$ cat config.mk
export PLATFORM = sky130hd
export DESIGN_NAME = xpnd_regbank
export DESIGN_NICKNAME = d
export VERILOG_FILES = /design/src/rtl/xpnd_pkg.sv /design/src/rtl/xpnd_ctrl.sv /design/src/rtl/xpnd_bank.sv /design/src/rtl/xpnd_rdmux.sv /design/src/rtl/xpnd_regbank.sv
export SDC_FILE = /design/constraint.sdc
export NUM_CORES = 1
export LEC_CHECK = 0
export BUFFER_PORTS_ARGS = -buffer_cell sky130_fd_sc_hd__buf_2
export CORE_ASPECT_RATIO = 1.75
export CORE_MARGIN = 8
export CORE_UTILIZATION = 54
export CTS_CLUSTER_SIZE = 30
export DETAILED_ROUTE_END_ITERATION = 12
export PLACE_DENSITY = 0.82
export SYNTH_ARGS = -nofsm -noshare
export SYNTH_HDL_FRONTEND = slang
export SYNTH_SLANG_ARGS = --single-unit
$ cat constraint.sdc
create_clock -name clk -period 1.98 [get_ports clk]
set_input_delay 0.099 -clock clk [delete_from_list [all_inputs] [get_ports clk]]
set_output_delay 0.099 -clock clk [all_outputs]
set_load 0.01 [all_outputs]
$ cat src/rtl/xpnd_pkg.sv
package xpnd_pkg;

    localparam int IDX_W = 3;

    typedef enum logic [2:0] {
        EV_IDLE  = 3'd0,
        EV_START = 3'd1,
        EV_ADDR  = 3'd2,
        EV_WDATA = 3'd3,
        EV_RACK  = 3'd4,
        EV_RNACK = 3'd5,
        EV_STOP  = 3'd6
    } ev_kind_e;

    typedef enum logic [2:0] {
        ST_IDLE = 3'd0,
        ST_ADDR = 3'd1,
        ST_CMD  = 3'd2,
        ST_WR   = 3'd3,
        ST_RD   = 3'd4
    } xfer_st_e;

    typedef enum logic [1:0] {
        GRP_IN  = 2'd0,
        GRP_OUT = 2'd1,
        GRP_POL = 2'd2,
        GRP_CFG = 2'd3
    } grp_e;

    typedef struct packed {
        grp_e grp;
        logic sel;
    } reg_idx_t;

    function automatic reg_idx_t pair_mate(input reg_idx_t idx);
        reg_idx_t r;
        r     = idx;
        r.sel = ~idx.sel;
        return r;
    endfunction

    function automatic logic idx_writable(input reg_idx_t idx);
        return idx.grp != GRP_IN;
    endfunction

    // fill bit used by a group after reset
    function automatic logic grp_fill(input int g);
        return (g == int'(GRP_OUT)) || (g == int'(GRP_CFG));
    endfunction

endpackage

$ cat src/rtl/xpnd_ctrl.sv
module xpnd_ctrl
    import xpnd_pkg::*;
#(
    parameter int BYTE_W = 8
) (
    input  logic              clk,
    input  logic              rst,
    input  ev_kind_e          ev,
    input  logic [BYTE_W-1:0] ev_byte,
    output xfer_st_e          st,
    output reg_idx_t          ptr,
    output logic              wr_en,
    output reg_idx_t          wr_idx,
    output logic [BYTE_W-1:0] wr_data
);

    xfer_st_e st_q;
    reg_idx_t ptr_q;

    always_ff @(posedge clk) begin
        if (rst) begin
            st_q  <= ST_IDLE;
            ptr_q <= '0;
        end else begin
            case (ev)
                EV_START: st_q <= ST_ADDR;
                EV_STOP:  st_q <= ST_IDLE;
                EV_ADDR: begin
                    if (st_q == ST_ADDR)
                        st_q <= ev_byte[0] ? ST_RD : ST_CMD;
                end
                EV_WDATA: begin
                    if (st_q == ST_CMD) begin
                        ptr_q <= reg_idx_t'(ev_byte[IDX_W-1:0]);
                        st_q  <= ST_WR;
                    end else if (st_q == ST_WR) begin
                        ptr_q <= pair_mate(ptr_q);
                    end
                end
                EV_RACK, EV_RNACK: begin
                    if (st_q == ST_RD)
                        ptr_q <= pair_mate(ptr_q);
                end
                default: ;
            endcase
        end
    end

    always_comb begin
        wr_en   = (ev == EV_WDATA) && (st_q == ST_WR) && idx_writable(ptr_q);
        wr_idx  = ptr_q;
        wr_data = ev_byte;
    end

    assign st  = st_q;
    assign ptr = ptr_q;

endmodule

$ cat src/rtl/xpnd_bank.sv
module xpnd_bank
    import xpnd_pkg::*;
#(
    parameter int BYTE_W = 8
) (
    input  logic                clk,
    input  logic                rst,
    input  logic                wr_en,
    input  reg_idx_t            wr_idx,
    input  logic [BYTE_W-1:0]   wr_data,
    output logic [2*BYTE_W-1:0] out_word,
    output logic [2*BYTE_W-1:0] pol_word,
    output logic [2*BYTE_W-1:0] cfg_word
);

    localparam int WORD_W = 2 * BYTE_W;
    localparam int NGRP   = 3;

    logic [NGRP*WORD_W-1:0] bank_flat;

    for (genvar g = 1; g <= NGRP; g++) begin : g_grp
        for (genvar p = 0; p < 2; p++) begin : g_port
            logic [BYTE_W-1:0] q;
            always_ff @(posedge clk) begin
                if (rst)
                    q <= {BYTE_W{grp_fill(g)}};
                else if (wr_en && (wr_idx.grp == grp_e'(g)) && (wr_idx.sel == 1'(p)))
                    q <= wr_data;
            end
            assign bank_flat[((g-1)*2+p)*BYTE_W +: BYTE_W] = q;
        end
    end

    assign out_word = bank_flat[0*WORD_W +: WORD_W];
    assign pol_word = bank_flat[1*WORD_W +: WORD_W];
    assign cfg_word = bank_flat[2*WORD_W +: WORD_W];

endmodule

$ cat src/rtl/xpnd_rdmux.sv
module xpnd_rdmux
    import xpnd_pkg::*;
#(
    parameter int BYTE_W = 8
) (
    input  logic                clk,
    input  logic [2*BYTE_W-1:0] pin_in,
    input  reg_idx_t            ptr,
    input  logic [2*BYTE_W-1:0] out_word,
    input  logic [2*BYTE_W-1:0] pol_word,
    input  logic [2*BYTE_W-1:0] cfg_word,
    output logic [BYTE_W-1:0]   rd_byte
);

    logic [2*BYTE_W-1:0] pin_q;
    logic [2*BYTE_W-1:0] word;

    always_ff @(posedge clk) begin
        pin_q <= pin_in;
    end

    always_comb begin
        case (ptr.grp)
            GRP_IN:  word = pin_q ^ pol_word;
            GRP_OUT: word = out_word;
            GRP_POL: word = pol_word;
            default: word = cfg_word;
        endcase
        rd_byte = ptr.sel ? word[BYTE_W +: BYTE_W] : word[0 +: BYTE_W];
    end

endmodule

$ cat src/rtl/xpnd_regbank.sv
module xpnd_regbank
    import xpnd_pkg::*;
#(
    parameter int BYTE_W = 8
) (
    input  logic                clk,
    input  logic                rst,
    input  logic [2:0]          ev_kind,
    input  logic [BYTE_W-1:0]   ev_byte,
    input  logic [2*BYTE_W-1:0] pin_in,
    output logic [BYTE_W-1:0]   rd_byte,
    output logic [2*BYTE_W-1:0] pin_out,
    output logic [2*BYTE_W-1:0] pin_is_in,
    output logic                xfer_busy
);

    xfer_st_e            st;
    reg_idx_t            ptr;
    logic                wr_en;
    reg_idx_t            wr_idx;
    logic [BYTE_W-1:0]   wr_data;
    logic [2*BYTE_W-1:0] out_word;
    logic [2*BYTE_W-1:0] pol_word;
    logic [2*BYTE_W-1:0] cfg_word;
    logic [2:0]          st_w;
    logic [2:0]          ptr_w;

    xpnd_ctrl #(.BYTE_W(BYTE_W)) ctrl_i (
        .clk     (clk),
        .rst     (rst),
        .ev      (ev_kind_e'(ev_kind)),
        .ev_byte (ev_byte),
        .st      (st),
        .ptr     (ptr),
        .wr_en   (wr_en),
        .wr_idx  (wr_idx),
        .wr_data (wr_data)
    );

    xpnd_bank #(.BYTE_W(BYTE_W)) bank_i (
        .clk      (clk),
        .rst      (rst),
        .wr_en    (wr_en),
        .wr_idx   (wr_idx),
        .wr_data  (wr_data),
        .out_word (out_word),
        .pol_word (pol_word),
        .cfg_word (cfg_word)
    );

    xpnd_rdmux #(.BYTE_W(BYTE_W)) rdmux_i (
        .clk      (clk),
        .pin_in   (pin_in),
        .ptr      (ptr),
        .out_word (out_word),
        .pol_word (pol_word),
        .cfg_word (cfg_word),
        .rd_byte  (rd_byte)
    );

    assign pin_out   = out_word;
    assign pin_is_in = cfg_word;
    assign xfer_busy = (st != ST_IDLE);
    assign st_w      = st;
    assign ptr_w     = ptr;

endmodule

* Word-level counts from Yosys, hierarchy flattened
Cells that the tools add are included.
** Storage, ports and cells
- Bits in registers :: 70
- Word-level logic and storage cells :: 60
** Operators by class
- Equal/unequal tests :: 17
- Mux-type cells :: 10
- Bitwise logic cells :: 3
- Reduce and logical (&&, ||, !) cells :: 20
** Operator list (count)
- $pmux W16 S3 :: 1
- $xor A16 B16 Y16 :: 1
- $eq A3 B2 Y1 const B :: 4
- $eq A3 B3 Y1 const B :: 4
- $mux W3 :: 4
- $pmux W3 S4 :: 1
- $logic_and A1 B1 Y1 :: 11
- $reduce_and A3 Y1 :: 3
- $mux W8 :: 1
- $eq A3 B1 Y1 const B :: 2
- $ne A2 B1 Y1 const B :: 3
- $pmux W3 S2 :: 1
- $eq A2 B2 Y1 const B :: 2
- $reduce_bool A2 Y1 :: 2
- $reduce_bool A4 Y1 :: 1
- $ne A3 B2 Y1 const B :: 1
- $reduce_bool A3 Y1 :: 1
- $eq A2 B1 Y1 const B :: 1
- $logic_not A2 Y1 :: 1
- $mux W1 :: 2
- $not A1 Y1 :: 2
- $reduce_or A2 Y1 :: 1

* Depth between registers and ports, before layout
- Word-level depth :: 5
- Depth in mapped cells :: 6
- Gate-level depth less buffers :: 4

* Hierarchy
From an unflattened synthesis, not the netlist that was laid out.
** Second synthesis, totals
- Cells, all modules :: 373
- Area total of the unflattened synthesis :: 3508.4 um^2
** Modules (own cells, without submodules)
- xpnd_bank :: times used 1, cells an instance 178, area each 1880.6 um^2, sequential area each 960.9 um^2
- xpnd_rdmux :: times used 1, cells an instance 137, area each 1131.1 um^2, sequential area each 320.3 um^2
- xpnd_ctrl :: times used 1, cells an instance 57, area each 490.5 um^2, sequential area each 120.1 um^2
- xpnd_regbank :: times used 1, cells an instance 1, area each 6.3 um^2, sequential area each 0.0 um^2

* Worst setup path after synthesis
No wires, ideal clock.
- Kind :: register -> output
- Start point :: reg ctrl_i.ptr_q (netlist bit ctrl_i.ptr[2])
- End point :: out rd_byte[0]
- Arrival :: 1524 ps
- Required time :: 1881 ps
- Slack :: 357 ps
- Cell stages (with the launch flop) :: 5
- Buffers on the path :: 2
- Cells stage by stage :: dfxtp_1 -> buf_2 -> buf_2 -> mux2_1 -> mux4_2
** Between the ends
- Word-level cells in the longest chain between the ends :: 3
** Ends and longest elaborated chain
- from (decl) :: RTL line xpnd_ctrl.sv:18 : reg_idx_t ptr_q;
- from (signal assigned) :: RTL line xpnd_ctrl.sv:34 : ptr_q <= reg_idx_t'(ev_byte[IDX_W-1:0]);
- from (signal assigned) :: RTL line xpnd_ctrl.sv:37 : ptr_q <= pair_mate(ptr_q);
- from (signal assigned) :: RTL line xpnd_ctrl.sv:42 : ptr_q <= pair_mate(ptr_q);
- $eq A2 B2 Y1 (tied with other cells) :: RTL line xpnd_rdmux.sv:23 : case (ptr.grp)
- $pmux W16 S3 (*) :: RTL line xpnd_rdmux.sv:23
- $mux W8 (*) :: RTL line xpnd_rdmux.sv:29 : rd_byte = ptr.sel ? word[BYTE_W +: BYTE_W] : word[0 +: BYTE_W];
- to (decl) :: RTL line xpnd_regbank.sv:11 : output logic [BYTE_W-1:0] rd_byte,
Mark *: on every way between the ends. The rest lies on a longest branch, timed or not.

* Final worst setup path
- Start point :: reg ctrl_i.ptr_q (netlist bit ctrl_i.ptr[2])
- End point :: out rd_byte[5]
The elaborated chain is that of the path after synthesis.

==> results.py <==
metrics = {
    "floorplanning": {
        "die_height_um": 117,
        "rows": 37,
        "placeableCoreArea_um2": 5740,
        "initial_utilization_pct": 54.7,
        "dieWidth_um": 73.7,
        "area_of_the_die_um2": 8610,
        "num_io_pins": 70,
    },
    "routing": {
        "antenna_left": 0,
        "route.detailed.drc": 0,
        "drt-pass1-iter-count": 4,
        "initialDrtViolationCount": 211,
        "num_vias": 2661,
        "routed_wl_um": 7690,
        "routedWlPerCell_um": 15.8,
        "avgViaCountPerCell": 5.45,
    },
    "timing": {
        "period_minus_slack_ns": 1.95,
        "timing_worst_slew_pin_value_ns": 0.388,
        "final_period_util_pct": 98.6,
        "hold_viol_final": 0,
        "slew_headroom_pct": 74.1,
        "skew_ns": 0.0107,
        "rsz0062_at_grt": "true",
        "finalMaxSlewViolations": 0,
        "setup_viol": 0,
        "max_clock_freq_mhz": 512,
    },
    "synthesis": {
        "yosys.cell_types.count": 38,
        "syn-instance-count": 320,
        "mappedNetlistNets": 349,
        "synth-edff-count": 0,
        "synth_top_flop_cell": "sky130_fd_sc_hd__dfxtp_1",
        "synth.ff_latch_count": 70,
        "mappedNetlistArea_um2": 3140,
        "synth_seq_area_share_pct": 44.6,
        "async_flop_share_pct": 0,
        "syn_avg_cell_area_um2": 9.82,
        "synth_warn": 0,
    },
    "layout": {
        "fill_cells": 479,
        "final_util_pct": 69.2,
        "antenna-diode-count": 0,
        "synthToLayoutAreaGrowth_pct": 26.4,
        "layout_common_cells": "sky130_fd_sc_hd__dfxtp_1, sky130_fd_sc_hd__buf_2, sky130_fd_sc_hd__a21oi_1, sky130_fd_sc_hd__nor3_1, sky130_fd_sc_hd__nand2_1",
        "final_net_count": 434,
        "final_common_cell": "sky130_fd_sc_hd__dfxtp_1",
        "ratio_of_cells_with_drive_above_1_in_the_final_layout_pct": 28.0,
    },
    "worst_setup_path": {
        "critPathKind": "register to primary output",
        "cpMaxStageDelayCell": "sky130_fd_sc_hd__mux4_2",
        "critPathMaxFanout": 10,
        "worst-endpoint-arrival_ns": 1.85,
        "endpoint_kind": "primary output",
        "worst_stage_delay_on_the_critical_path_ns": 0.46,
        "crit_required_ns": 1.88,
        "timing.critical_path.from_type": "register",
        "cell_chain_of_the_critical_path": "buf_12 -> mux2_1 -> mux4_2 -> buf_2",
        "setup.reg_to_reg.worst_slack_ns": 0.33,
    },
    "clock_tree": {
        "ctsLongestPathBuffers": 2,
        "clk-insertion-delay-late_ns": 0.34,
        "tritoncts": "built",
        "clkTransAtPathRegs_ns": 0.07,
        "cts.sinks": 70,
        "cts.htree.levels": 3,
        "ctsRootBufferMaster": "sky130_fd_sc_hd__clkbuf_8",
        "numCtsBuffers": 9,
    },
    "pwr": {
        "report.power.total_w": 0.00286,
        "ir_worst_vdd_mv": 0.638,
        "p_leak_nw": 1.46,
        "power_per_cell_area_nw_per_um2": 720,
    },
    "global_routing": {
        "grt_antenna_before_repair": 0,
        "grt_max_degree": 42,
        "grt_first_pass_wirelength_um": 12200,
        "global_route.overflow_total": 0,
        "track_usage_pct": 18.1,
        "grt_pass1_vias": 2631,
    },
    "placed_design": {
        "hpwlAfterDp_um": 5740,
        "io_buffer_count": 69,
        "gp_congestion": 0.869,
    },
    "flow_run": {
        "maxCapViolCount": 0,
    },
    "hold_path": {
        "worstHoldPathType": "input pin to register",
    },
    "run_status": {
        "result_of_the_run": "completed",
    },
}
[final timing paths]
path,startpoint,end,depth (start not counted)
worst max-delay path,ctrl_i.ptr[2],rd_byte[5],4
worst min-delay path,ev_byte[5],bank_i.g_grp[2].g_port[1].q[5],3
worst max register to register,ctrl_i.st[1],bank_i.g_grp[3].g_port[1].q[2],5
worst min register to register,bank_i.g_grp[2].g_port[1].q[4],bank_i.g_grp[2].g_port[1].q[4],2
[area by class of cell]
| cell class | count | area (µm²) | share of cell area (%) |
|---|---|---|---|
| Multi-Input combinational cell | 221 | 1580 | 39.7 |
| Clock buffer | 14 | 183 | 4.60 |
| Sequential cell | 70 | 1410 | 35.4 |
| Tap cell | 78 | 97.6 | 2.46 |
| Timing Repair Buffer | 100 | 659 | 16.6 |
| Inverter | 3 | 13.8 | 0.347 |
| Clock inverter | 2 | 37.5 | 0.945 |
[per-stage QoR]
stage          instance area, µm²  cells  worst slack (ns)  TNS, ns  hold WS (ns)
2_1_floorplan                3140    320             0.357        0         0.127
3_3_place_gp                 3550    454             0.300        0         0.203
3_5_place_dp                 3550    454             0.247        0         0.203
4_1_cts                      3940    486            0.0224        0        0.0495
5_1_grt                      3970    488           -0.0134  -0.0240        0.0696
6_report                     3970    488            0.0277        0        0.0569
[cell families (layout without fill, tap and decap cells)]
logic type,count (synthesis),after routing,synth area share (%)
AO/OA/AOI/OAI,61,61,10.4
XOR/XNOR,16,16,4.46
AND/OR/NAND/NOR,118,118,23.6
buffers and inverters,29,119,5.26
flip-flops,70,70,44.6
multiplexers,26,26,11.6
[metal layers]
layer / track usage [%] / up-vias / routed length, µm
met5: 0 / - / 0
met4: 9.13 / 0 / 208
met3: 4.01 / 17 / 434
met2: 32.6 / 86 / 4010
met1: 18.9 / 1253 / 3040
li1: - / 1305 / -
[Yosys cell counts (2+ instances only)]
library cell / instances / area, µm²
sky130_fd_sc_hd__dfxtp_1: 70 / 1400
sky130_fd_sc_hd__a21oi_1: 34 / 170
sky130_fd_sc_hd__nor3_1: 32 / 160
sky130_fd_sc_hd__nand2_1: 19 / 71.3
sky130_fd_sc_hd__o21ai_1: 18 / 90.1
sky130_fd_sc_hd__nand3b_1: 17 / 128
sky130_fd_sc_hd__xnor2_1: 16 / 140
sky130_fd_sc_hd__nor2_1: 15 / 56.3
sky130_fd_sc_hd__mux2_1: 14 / 158
sky130_fd_sc_hd__nand2b_1: 14 / 87.6
sky130_fd_sc_hd__buf_2: 12 / 60.1
sky130_fd_sc_hd__clkbuf_1: 7 / 26.3
sky130_fd_sc_hd__mux4_2: 7 / 158
sky130_fd_sc_hd__mux2i_1: 5 / 50.1
sky130_fd_sc_hd__buf_6: 4 / 45.0
sky130_fd_sc_hd__nor4_4: 4 / 85.1
sky130_fd_sc_hd__buf_4: 3 / 22.5
sky130_fd_sc_hd__a211oi_1: 2 / 15.0
sky130_fd_sc_hd__and4bb_1: 2 / 25.0
sky130_fd_sc_hd__inv_1: 2 / 7.51
sky130_fd_sc_hd__nand4_1: 2 / 12.5
sky130_fd_sc_hd__nand4bb_1: 2 / 22.5
sky130_fd_sc_hd__nor2b_1: 2 / 12.5
sky130_fd_sc_hd__o22ai_1: 2 / 12.5
sky130_fd_sc_hd__o31ai_1: 2 / 15.0
[power by group]
group | total [W] | switching [W] | internal (W)
Combinational | 0.000209 | 0.000101 | 0.000107
Sequential | 0.00144 | 0.0000107 | 0.00143
Clock | 0.00121 | 0.000494 | 0.000720
[registers in the layout (all words and copies together) (netlist names)]
| register | count |
|---|---|
| ctrl_i.ptr | 3 |
| bank_i.g_grp.g_port.q | 48 |
| ctrl_i.st | 3 |
| rdmux_i.pin_q | 16 |
[worst max-delay path, delay by kind of cell, from the launching register on]
kind / cells / cell delay [ns]
muxes: 2 / 0.79
DFF: 1 / 0.41
buffers and inverters: 2 / 0.31
[what timing repair did]
action,in CTS,in global routing
gates resized for setup,3,3
hold endpoints to repair,16,0
setup buffers,0,2
setup endpoints to repair,7,6
hold buffers,16,0
No activity file was read; power rests on OpenSTA's default activity.
